`config.mk`:
```
export PLATFORM = sky130hd
export DESIGN_NAME = smt_commit_arbiter
export DESIGN_NICKNAME = d
export VERILOG_FILES = /design/src/rtl/smt_commit_pkg.sv /design/src/rtl/commit_elig.sv /design/src/rtl/commit_rr_pick.sv /design/src/rtl/commit_age_pick.sv /design/src/rtl/smt_commit_arbiter.sv
export SDC_FILE = /design/constraint.sdc
export NUM_CORES = 1
export LEC_CHECK = 0
export BUFFER_PORTS_ARGS = -buffer_cell sky130_fd_sc_hd__buf_2
export CAP_MARGIN = 15
export CORE_ASPECT_RATIO = 2
export CORE_MARGIN = 5
export CORE_UTILIZATION = 30
export CTS_CLUSTER_DIAMETER = 120
export DETAILED_ROUTE_END_ITERATION = 10
export SLEW_MARGIN = 20
export SYNTH_ARGS = -nofsm -noshare
export SYNTH_HDL_FRONTEND = slang
export SYNTH_HIERARCHICAL = 1
export SYNTH_SLANG_ARGS = --single-unit
```
`constraint.sdc`:
```
create_clock -name clk -period 9.2 [get_ports clk]
set_clock_uncertainty 0.15 [all_clocks]
set_input_delay 1.84 -clock clk [delete_from_list [all_inputs] [get_ports clk]]
set_output_delay 1.84 -clock clk [all_outputs]
set_load 0.05 [all_outputs]
```
`src/rtl/smt_commit_pkg.sv`:
```
package smt_commit_pkg;
  typedef enum logic [2:0] {
    TS_RUNNING     = 3'd0,
    TS_IDLE        = 3'd1,
    TS_FETCH_TRAP  = 3'd2,
    TS_TRAP_WAIT   = 3'd3,
    TS_ROB_FLUSH   = 3'd4,
    TS_FLUSH_AFTER = 3'd5
  } thr_state_e;

  typedef enum logic [1:0] {
    POL_GREEDY = 2'd0,
    POL_ROTATE = 2'd1,
    POL_OLDEST = 2'd2
  } commit_pol_e;

  // States from which a thread may be offered for retirement
  function automatic logic state_allows(input logic [2:0] s);
    return (s == TS_RUNNING) || (s == TS_IDLE) || (s == TS_FETCH_TRAP);
  endfunction
endpackage

```
`src/rtl/commit_elig.sv`:
```
module commit_elig
  import smt_commit_pkg::*;
#(
  parameter int NUM_THREADS = 4
) (
  input  logic [NUM_THREADS-1:0]   thr_active,
  input  logic [3*NUM_THREADS-1:0] thr_status,
  output logic [NUM_THREADS-1:0]   base_ok
);
  for (genvar t = 0; t < NUM_THREADS; t++) begin : g_thr
    assign base_ok[t] = thr_active[t] & state_allows(thr_status[3*t +: 3]);
  end
endmodule

```
`src/rtl/commit_rr_pick.sv`:
```
module commit_rr_pick #(
  parameter int NUM_THREADS = 4,
  parameter int TID_W       = 2
) (
  input  logic                   clk,
  input  logic                   rst_n,
  input  logic [NUM_THREADS-1:0] qual,
  input  logic                   advance,
  output logic                   valid,
  output logic [TID_W-1:0]       tid
);
  logic [TID_W-1:0] order_q [NUM_THREADS];
  logic [TID_W-1:0] hit_pos;

  always_comb begin
    valid   = 1'b0;
    tid     = '0;
    hit_pos = '0;
    for (int i = 0; i < NUM_THREADS; i++) begin
      if (!valid && qual[order_q[i]]) begin
        valid   = 1'b1;
        tid     = order_q[i];
        hit_pos = TID_W'(i);
      end
    end
  end

  always_ff @(posedge clk or negedge rst_n) begin
    if (!rst_n) begin
      for (int i = 0; i < NUM_THREADS; i++) order_q[i] <= TID_W'(i);
    end else if (advance && valid) begin
      for (int i = 0; i < NUM_THREADS - 1; i++) begin
        if (TID_W'(i) >= hit_pos) order_q[i] <= order_q[i+1];
      end
      order_q[NUM_THREADS-1] <= tid;
    end
  end
endmodule

```
`src/rtl/commit_age_pick.sv`:
```
module commit_age_pick #(
  parameter int NUM_THREADS = 4,
  parameter int SEQ_W       = 16,
  parameter int TID_W       = 2
) (
  input  logic [NUM_THREADS-1:0]       qual,
  input  logic [SEQ_W*NUM_THREADS-1:0] head_seq,
  output logic                         valid,
  output logic [TID_W-1:0]             tid
);
  logic [SEQ_W-1:0] best;

  // Strict compare keeps the lower index on ties
  always_comb begin
    valid = 1'b0;
    tid   = '0;
    best  = '0;
    for (int t = 0; t < NUM_THREADS; t++) begin
      if (qual[t] && (!valid || head_seq[SEQ_W*t +: SEQ_W] < best)) begin
        valid = 1'b1;
        tid   = TID_W'(t);
        best  = head_seq[SEQ_W*t +: SEQ_W];
      end
    end
  end
endmodule

```
`src/rtl/smt_commit_arbiter.sv`:
```
module smt_commit_arbiter
  import smt_commit_pkg::*;
#(
  parameter int NUM_THREADS = 4,
  parameter int SEQ_W       = 16,
  localparam int TID_W      = (NUM_THREADS > 1) ? $clog2(NUM_THREADS) : 1
) (
  input  logic                         clk,
  input  logic                         rst_n,
  input  logic [1:0]                   policy_sel,
  input  logic [NUM_THREADS-1:0]       thr_active,
  input  logic [3*NUM_THREADS-1:0]     thr_status,
  input  logic [NUM_THREADS-1:0]       rob_empty,
  input  logic [NUM_THREADS-1:0]       head_ready,
  input  logic [SEQ_W*NUM_THREADS-1:0] head_seq,
  input  logic                         grant,
  output logic                         pick_valid,
  output logic [TID_W-1:0]             pick_tid
);
  logic [NUM_THREADS-1:0] base_ok;

  commit_elig #(.NUM_THREADS(NUM_THREADS)) u_elig (
    .thr_active (thr_active),
    .thr_status (thr_status),
    .base_ok    (base_ok)
  );

  if (NUM_THREADS == 1) begin : g_single
    assign pick_valid = base_ok[0];
    assign pick_tid   = '0;
  end else begin : g_multi
    logic                   rotate_mode;
    logic [NUM_THREADS-1:0] rr_qual, age_qual;
    logic                   rr_valid, age_valid;
    logic [TID_W-1:0]       rr_tid, age_tid;

    assign rotate_mode = (policy_sel == POL_ROTATE);
    assign rr_qual     = base_ok & head_ready;
    assign age_qual    = base_ok & head_ready & ~rob_empty;

    commit_rr_pick #(.NUM_THREADS(NUM_THREADS), .TID_W(TID_W)) u_rr (
      .clk     (clk),
      .rst_n   (rst_n),
      .qual    (rr_qual),
      .advance (grant & rotate_mode),
      .valid   (rr_valid),
      .tid     (rr_tid)
    );

    commit_age_pick #(.NUM_THREADS(NUM_THREADS), .SEQ_W(SEQ_W), .TID_W(TID_W)) u_age (
      .qual     (age_qual),
      .head_seq (head_seq),
      .valid    (age_valid),
      .tid      (age_tid)
    );

    assign pick_valid = rotate_mode ? rr_valid : age_valid;
    assign pick_tid   = rotate_mode ? rr_tid   : age_tid;
  end
endmodule

```
==> results_dict.tcl, run 1 <==
set metrics [dict create \
    setup_viol 2 \
    power_uw 312 \
    die_w_um 72.3 \
    ant_nets 0 \
    violations "negative setup slack" \
    cp_data_required_time_ns 7.21 \
    largest_register_ffs 8 \
    synthArstFlopShare_pct 100 \
    yosys_warnings 6 \
    hpwl_um 7400 \
    drt-vias-per-instance 5.39 \
    fin_util_pct 55.9 \
    min_period_ns 9.85 \
    path_clk_slew_ns 0.04 \
    synth-main-ff-cell "dfstp_2" \
    slowest_delay_ns 0.53 \
    die_h_um 135 \
    path_max_fanout 9 \
    pwr_density_cell_nw_per_um2 73.4 \
    gr-total-overflow 0 \
    worst_slack_ns -0.648 \
    timing.final.crit_share_pct 107 \
    p_leak_nw 1.77 \
    clkLatencyLatePin_ns 0.24 \
    start_kind "input pin" \
    antenna_found_initial 0 \
    wl_met3_um 407 \
    synth_area_leaders "ha_1 24%, mux2i_1 7.3%, a21oi_1 6.7%" \
    portBuffers 95 \
    crit_path_end_kind "primary output" \
    track_usage_pct 18.0 \
    status "finished, violations left" \
    area_growth_pct 82.3 \
    synth_cell_types 53 \
    wl_met1_um 3000 \
    grt_pass1_vias 3115 \
    synth.top_cell.area_share_pct 24.2 \
    gp_congestion 0.922 \
    path_class "in -> out" \
    cts-buffers-inserted 3 \
    cap_violations 0 \
    grt_pass1_wl_um 13800 \
    hp-class "reg -> reg" \
    dr.pass1.iters 4 \
    nNetsFinal 592 \
    die-area_um2 9730 \
    critPathArrivalTime_ns 7.86 \
    post-place-ws_ns -0.872 \
    drive_above_1_share_pct 62.5 \
    rsz0062_at_grt "true" \
    cts-root-buf "clkbuf_16" \
    syn_nets 426 \
    synth.cell_area_um2 2330 \
    hold_viol 0 \
    stdcell_count 547 \
    design.core.area_um2 7600 \
    cts-hold-fix-buffers 0 \
    synth_top_cell_by_area "ha_1" \
    path_buf_inv 11 \
    slowest_stage "or4_4" \
    ioPinCount 96 \
    cp_top_family "simple AND/OR/NAND/NOR gates" \
    top_register "g_multi.u_rr/order_q" \
    ir_worst_vdd_v 0.000130 \
    htreeDepth 1 \
    wire_per_inst_um 17.9 \
    relSlewSlack_pct 65.1 \
    placed_area_um2 3420 \
    drv_slew 0 \
    cp_common_cell "buf_6" \
    drcViolationCount 0 \
    place_inst 519 \
    yosysMostFrequentCell "ha_1" \
    syn_inst 288 \
    tightestPinTransition_ns 0.519 \
    drt-initial-drc-count 99 \
    clkSinkCount 8 \
    final_area_um2 4250 \
    largestRegisters "g_multi.u_rr/order_q: 8 flops" \
    wl_met2_um 5950 \
    seq_area_frac_synth_pct 8.81 \
    routed_wl_um 9770 \
    cts_tree "yes" \
    num_vias 2950 \
    grt_max_degree 12 \
    holdWs_ns 0.362 \
    fmax_ghz 0.102 \
    tns_ns -1.25 \
    synth_commonest_cells "45 x ha_1, 35 x nand2_1, 31 x a21oi_1" \
    cts_max_path_buffers 2 \
    synth_edf_count 0 \
    syn_area_per_cell_um2 8.09 \
    initial_utilization_pct 30.7 \
    yosys_register_bits 8 \
    maxUsedRoutingLayer "met4" \
    rows 45 \
    diodes 0 \
]
per-layer routing:
| layer | global-route usage (%) | up-vias |
|---|---|---|
| met5 | 0 | - |
| met4 | 8.47 | 0 |
| met3 | 1.86 | 26 |
| met2 | 38.5 | 100 |
| met1 | 15.2 | 1390 |
| li1 | - | 1434 |
layout make-up:
| type | instances | area [µm²] |
|---|---|---|
| clock buffer | 4 | 78.8 |
| fill | 682 | 3350 |
| inverter | 23 | 86.3 |
| multi-input combinational | 250 | 2570 |
| sequential | 8 | 205 |
| tap | 94 | 118 |
| timing repair buffer | 168 | 1190 |
cells in the final DEF (no fill, tap or decap), types with 4 or more instances in the layout:
cell / instances
buf_2: 91
buf_4: 61
ha_1: 29
nand2_1: 26
inv_1: 18
mux2i_1: 16
a21oi_1: 14
ha_4: 12
a21oi_2: 9
a21oi_4: 8
nor2_1: 7
o21ai_0: 7
a31oi_1: 7
mux2_2: 7
and2_1: 6
o21ai_2: 6
a31oi_4: 6
buf_6: 6
nand2_4: 5
nand4_1: 5
a211oi_2: 5
inv_2: 5
clkbuf_16: 4
nand2_2: 4
ha_2: 4
buf_12: 4
mux4_2: 4
dfstp_2: 4
dfrtp_1: 4
tightest hold or removal path: cells and delay by family, from the launching register on:
family                 cells  cell delay (ns)
flip-flops                 1             0.39
multiplexers               1             0.06
buffers and inverters      1             0.05
power by group:
part           leakage, nW  switching, mW  total, mW  internal, mW
sequential          0.0955         0.0164     0.0677        0.0513
combinational         1.64         0.0810      0.168        0.0866
clock               0.0382         0.0184     0.0762        0.0579
kinds of logic after synthesis:
family	after synthesis	synth area share (%)
compound gates	85	25.1
simple gates	89	20.1
flops	8	8.81
mux	31	16.5
fa+ha+maj	45	24.2
buf+inv	30	5.37
what timing repair did:
action | CTS | global route
pin swaps | 27 | 18
buffers inserted | 14 | 7
setup endpoints to repair | 2 | 2
gates cloned | 2 | 1
resized for setup | 48 | 49
endpoints found under the hold margin | 0 | 0
path summary, 6_finish.rpt:
kind	from	endpoint	slack, ns	cells past startpoint
hold / removal	g_multi.u_rr/order_q[0]$_DFFE_PN1P_	g_multi.u_rr/order_q[0]$_DFFE_PN1P_	0.36	2
min in group asynchronous	rst_n	g_multi.u_rr/order_q[5]$_DFFE_PN0P_	1.30	1
setup reg to reg	g_multi.u_rr/order_q[4]$_DFFE_PN1P_	g_multi.u_rr/order_q[2]$_DFFE_PN0P_	6.92	4
hold reg to reg	g_multi.u_rr/order_q[0]$_DFFE_PN1P_	g_multi.u_rr/order_q[0]$_DFFE_PN1P_	0.36	2
max in group asynchronous	rst_n	g_multi.u_rr/order_q[0]$_DFFE_PN1P_	7.35	1
setup / recovery	thr_status[1]	pick_tid[1]	-0.65	38
No activity file was read; power rests on OpenSTA's default activity.
==> run 2, diff against run 1 <==
--- a/config.mk
+++ b/config.mk
@@ -5,11 +5,11 @@
 export SDC_FILE = /design/constraint.sdc
 export NUM_CORES = 1
 export LEC_CHECK = 0
-export BUFFER_PORTS_ARGS = -buffer_cell sky130_fd_sc_hd__buf_2
+export BUFFER_PORTS_ARGS = -buffer_cell sky130_fd_sc_hd__clkbuf_2
 export CAP_MARGIN = 15
 export CORE_ASPECT_RATIO = 2
 export CORE_MARGIN = 5
-export CORE_UTILIZATION = 30
+export CORE_UTILIZATION = 31
 export CTS_CLUSTER_DIAMETER = 120
 export DETAILED_ROUTE_END_ITERATION = 10
 export SLEW_MARGIN = 20
==> constraint.sdc (replaced) <==
create_clock -name clk -period 9.96 [get_ports clk]
set_clock_uncertainty 0.15 [all_clocks]
set_input_delay 1.992 -clock clk [delete_from_list [all_inputs] [get_ports clk]]
set_output_delay 1.992 -clock clk [all_outputs]
set_load 0.05 [all_outputs]
==> run 2 against run 1 <==
The flow still finishes with violations (negative setup slack); largest power group unchanged; non-clock buffer count increased by 10; clock power decreased by 8.5%; core utilization increased by 1.8 points; via count increased by 2.4%; total power decreased by 9.0%; worst setup slack improved by 0.24 ns.
==> results_dict.tcl, run 2 (synthesis gave the netlist of run 1 again) <==
set metrics [dict create \
    drive_above_1_share_pct 61.2 \
    tightestPinTransition_ns 0.494 \
    routed_wl_um 9630 \
    fmax_ghz 0.0964 \
    ioPinCount 96 \
    nNetsFinal 603 \
    area_growth_pct 81.3 \
    track_usage_pct 18.3 \
    largest_register_ffs 8 \
    p_leak_nw 1.82 \
    start_kind "input pin" \
    wire_per_inst_um 17.3 \
    path_clk_slew_ns 0.04 \
    diodes 0 \
    relSlewSlack_pct 66.9 \
    cts-root-buf "clkbuf_16" \
    crit_path_end_kind "primary output" \
    design.core.area_um2 7320 \
    drv_slew 0 \
    holdWs_ns 0.358 \
    grt_pass1_vias 3401 \
    path_max_fanout 7 \
    status "finished, violations left" \
    hpwl_um 7090 \
    min_period_ns 10.37 \
    antenna_found_initial 0 \
    grt_pass1_wl_um 14300 \
    cap_violations 0 \
    ir_worst_vdd_v 0.000131 \
    tns_ns -0.779 \
    gr-total-overflow 0 \
    cts-hold-fix-buffers 0 \
    portBuffers 95 \
    num-fill-cells 638 \
    rows 44 \
    top_register "g_multi.u_rr/order_q" \
    fin_util_pct 57.7 \
    setup_viol 2 \
    num_vias 3020 \
    drt-vias-per-instance 5.43 \
    die-area_um2 9450 \
    htreeDepth 1 \
    cts_tree "yes" \
    clkSinkCount 8 \
    violations "negative setup slack" \
    cp_common_cell "buf_6" \
    min_path_cells 2 \
    hp-class "reg -> reg" \
    cts-buffers-inserted 3 \
    dr.pass1.iters 4 \
    power_uw 284 \
    critPathArrivalTime_ns 8.23 \
    ant_nets 0 \
    hold_viol 0 \
    slowest_delay_ns 0.52 \
    clkLatencyLatePin_ns 0.23 \
    rsz0062_at_grt "true" \
    die_h_um 133 \
    worst_slack_ns -0.412 \
    cp_data_required_time_ns 7.82 \
    path_class "in -> out" \
    grt_max_degree 11 \
    timing.final.crit_share_pct 104 \
    die_w_um 71.3 \
    initial_utilization_pct 31.8 \
    r2r_cells 4 \
    final_cell_mix "92 x clkbuf_2, 74 x buf_4, 32 x ha_1" \
    drt-initial-drc-count 131 \
    cts_max_path_buffers 2 \
    pwr_density_cell_nw_per_um2 67.2 \
    final_common_cell "clkbuf_2" \
    gp_congestion 0.911 \
    drcViolationCount 0 \
    slowest_stage "or4_1" \
    largestRegisters "g_multi.u_rr/order_q: 8 flops" \
]
-- run 2: path summary, 6_finish.rpt --
path / from / endpoint / slack (ns)
min: g_multi.u_rr/order_q[0]$_DFFE_PN1P_ / g_multi.u_rr/order_q[0]$_DFFE_PN1P_ / 0.36
min in group asynchronous: rst_n / g_multi.u_rr/order_q[5]$_DFFE_PN0P_ / 1.45
min reg2reg: g_multi.u_rr/order_q[0]$_DFFE_PN1P_ / g_multi.u_rr/order_q[0]$_DFFE_PN1P_ / 0.36
max reg2reg: g_multi.u_rr/order_q[4]$_DFFE_PN1P_ / g_multi.u_rr/order_q[1]$_DFFE_PN1P_ / 7.69
max in group asynchronous: rst_n / g_multi.u_rr/order_q[0]$_DFFE_PN1P_ / 7.96
max: thr_status[0] / pick_tid[1] / -0.41
-- run 2: worst max-delay path: cells and delay by family --
kind	cells	cell delay [ns]
AOI/OAI and AO/OA	7	1.09
muxes	2	0.34
buffers and inverters	8	1.10
and+or+nand+nor	14	2.93
adders and majority gates	3	0.73
-- run 2: repair_timing --
item | 4_1_cts | 5_1_grt
cloned | 2 | 0
pin swaps | 17 | 26
buffers inserted | 17 | 10
endpoints found under the setup margin | 2 | 2
gates resized for setup | 73 | 46
-- run 2: layer usage --
| metal | track usage, % | vias up | part of all wire (%) |
|---|---|---|---|
| met3 | 1.75 | 39 | 3.6 |
| met1 | 15.7 | 1436 | 32 |
| met2 | 38.4 | 94 | 59 |
| met5 | 0 | - | 0 |
| met4 | 9.10 | 0 | 5.8 |
| li1 | - | 1451 | - |
-- run 2: cell type report --
type / instances / area (µm²) / area share, %
sequential: 8 / 205 / 4.86
tap: 92 / 115 / 2.73
clock buffer: 4 / 78.8 / 1.87
inverter: 23 / 86.3 / 2.04
timing repair buffer: 178 / 1180 / 27.9
multi-input combinational: 251 / 2560 / 60.6
-- run 2: through the flow --
step | std cells | worst slack, ns | cell area (µm²)
floorplan | 288 | 0.000794 | 2330
global placement | 524 | -0.587 | 3300
detailed placement | 524 | -0.732 | 3300
CTS | 546 | -0.210 | 3880
global route | 556 | -0.719 | 4220
finish | 556 | -0.412 | 4220
-- run 2: power breakdown --
group          switching, mW  leakage, nW  internal (mW)
registers             0.0133       0.0955         0.0474
clock network         0.0163       0.0382         0.0534
logic                 0.0743         1.68         0.0790
==> run 3, diff against run 2 <==
--- a/config.mk
+++ b/config.mk
@@ -12,6 +12,7 @@
 export CORE_UTILIZATION = 31
 export CTS_CLUSTER_DIAMETER = 120
 export DETAILED_ROUTE_END_ITERATION = 10
+export PLACE_DENSITY = 0.66
 export SLEW_MARGIN = 20
 export SYNTH_ARGS = -nofsm -noshare
 export SYNTH_HDL_FRONTEND = slang
==> run 3 against run 2 <==
Core utilization shrank 2.5 points; critical endpoint unchanged; via count shrank 2.9%; design area shrank 4.3%; clock power grew 4.2%; sequential power grew 2%; critical path depth grew 1; final cell count shrank 3.8%; the flow still finishes with violations (negative setup slack); sequential share of layout area grew 0.22 points; sequential cell count is the same; combinational power is essentially flat.
==> results_dict.tcl, run 3 (synthesis gave the netlist of run 1 again) <==
set metrics [dict create \
    routed_wl_um 9080 \
    portBuffers 95 \
    grt_pass1_vias 3147 \
    clkSinkCount 8 \
    ir_worst_vdd_v 0.000123 \
    ant_nets 0 \
    rsz0062_at_grt "true" \
    grt_max_degree 12 \
    cap_violations 0 \
    largestRegisters "g_multi.u_rr/order_q: 8 flops" \
    track_usage_pct 17.3 \
    cts-root-buf "clkbuf_16" \
    initial_utilization_pct 31.8 \
    htreeDepth 1 \
    hpwl_um 6990 \
    drv_slew 0 \
    holdWs_ns 0.359 \
    final_common_cell "clkbuf_2" \
    critPathArrivalTime_ns 8.04 \
    timing.final.crit_share_pct 102 \
    worst_slack_ns -0.219 \
    diodes 0 \
    ioPinCount 96 \
    nNetsFinal 582 \
    antenna_found_initial 0 \
    ff2ff_setup_slack_ns 7.67 \
    gr-total-overflow 0 \
    timing.rr.end "g_multi.u_rr/order_q[1]$_DFFE_PN1P_" \
    min_path_cells 2 \
    path_clk_slew_ns 0.03 \
    cts_max_path_buffers 2 \
    cts-buffers-inserted 3 \
    hold_viol 0 \
    worstHoldStart "g_multi.u_rr/order_q[0]$_DFFE_PN1P_" \
    drcViolationCount 0 \
    drive_above_1_share_pct 60.7 \
    die-area_um2 9450 \
    cp_top_family "simple AND/OR/NAND/NOR gates" \
    grt_pass1_wl_um 13500 \
    clkLatencyLatePin_ns 0.24 \
    min_period_ns 10.18 \
    die_w_um 71.3 \
    rows 44 \
    setup_viol 2 \
    power_uw 286 \
    p_leak_nw 1.71 \
    fmax_ghz 0.0982 \
    path_max_fanout 8 \
    power_frac_comb_pct 52.9 \
    fin_util_pct 55.2 \
    violations "negative setup slack" \
    relSlewSlack_pct 68.4 \
    tightestPinTransition_ns 0.471 \
    clkPwrFrac_pct 25.4 \
    p_int_uw 180 \
    dr.pass1.iters 4 \
    slowest_stage "or4_4" \
    area_growth_pct 73.5 \
    num_vias 2932 \
    p_seq_share_pct 21.7 \
    slowest_delay_ns 0.51 \
    pwr_density_cell_nw_per_um2 70.6 \
    r2r_cells 4 \
    drt-initial-drc-count 85 \
    swShare_pct 37.0 \
    gp_congestion 0.951 \
    design.core.area_um2 7320 \
    die_h_um 133 \
    final_cell_mix "93 x clkbuf_2, 55 x buf_4, 27 x ha_1" \
    largest_register_ffs 8 \
    top_register "g_multi.u_rr/order_q" \
    crit_path_end_kind "primary output" \
    cp_data_required_time_ns 7.82 \
    start_kind "input pin" \
    path_buf_inv 9 \
    post-place-ws_ns -0.628 \
    tns_ns -0.404 \
    cts-hold-fix-buffers 0 \
    hp-class "reg -> reg" \
    status "finished, violations left" \
    cts_tree "yes" \
    r2r_start "g_multi.u_rr/order_q[4]$_DFFE_PN1P_" \
    wire_per_inst_um 17.0 \
    drt-vias-per-instance 5.48 \
    num-fill-cells 647 \
    path_class "in -> out" \
    switchingPower_uw 106 \
    whs_endpoint "g_multi.u_rr/order_q[0]$_DFFE_PN1P_" \
]
-- run 3: cell types whose count changed in the layout (fill, tap and decap cells not counted), sizes merged --
| cell | previous run | this run |
|---|---|---|
| clkbuf | 97 | 100 |
| nand3 | 6 | 5 |
| buf | 85 | 62 |
-- run 3: area by class of cell --
class                      count  area [µm²]  area share [%]
clock buffer                   4        78.8            1.95
inverter                      23        86.3            2.14
multi-input combinational    250        2490            61.7
sequential                     8         205            5.08
tap                           92         115            2.85
timing repair buffer         158        1060            26.3
-- run 3: worst max-delay path by stage --
stage | endpoint | start | cells past startpoint
final | pick_tid[1] | thr_status[0] | 35
after global routing | pick_tid[1] | thr_status[0] | 35
after CTS | pick_tid[1] | thr_status[0] | 34
after detailed placement | pick_tid[1] | thr_status[0] | 33
after global placement | pick_tid[1] | thr_status[0] | 33
after floorplan | pick_tid[1] | thr_status[0] | 32
-- run 3: per-stage QoR --
stage	std cells	area, µm²
floorplan	288	2330
global placement	519	3290
detailed placement	519	3290
CTS	532	3690
global route	535	4040
finish	535	4040
-- run 3: power groups by stage --
stage	logic (mW)	clock network, mW	registers [mW]
5_1_grt	0.165	0.0757	0.0637
6_report	0.151	0.0726	0.0619
3_5_place_dp	0.122	0	0.0622
4_1_cts	0.134	0.0733	0.0619
3_3_place_gp	0.119	0	0.0620
2_1_floorplan	0.0743	0	0.0561
-- run 3: tightest hold or removal path: stages (launching register included) --
cell and delay, ns:
dfstp_2 0.38, inv_1 0.05, mux2i_1 0.06
-- run 3: per-layer routing --
metal	vias to the layer above	routed length, µm	global-route usage (%)
li1	1405	-	-
met2	113	5350	36.3
met5	-	0	0
met3	28	413	2.20
met4	0	315	5.65
met1	1386	3000	16.1
-- run 3: timing repair --
item                                    4_1_cts  5_1_grt
gates cloned                                  1        1
pin swaps                                     9       11
endpoints found under the setup margin        2        2
setup buffers                                 8        3
resized for setup                            45       59
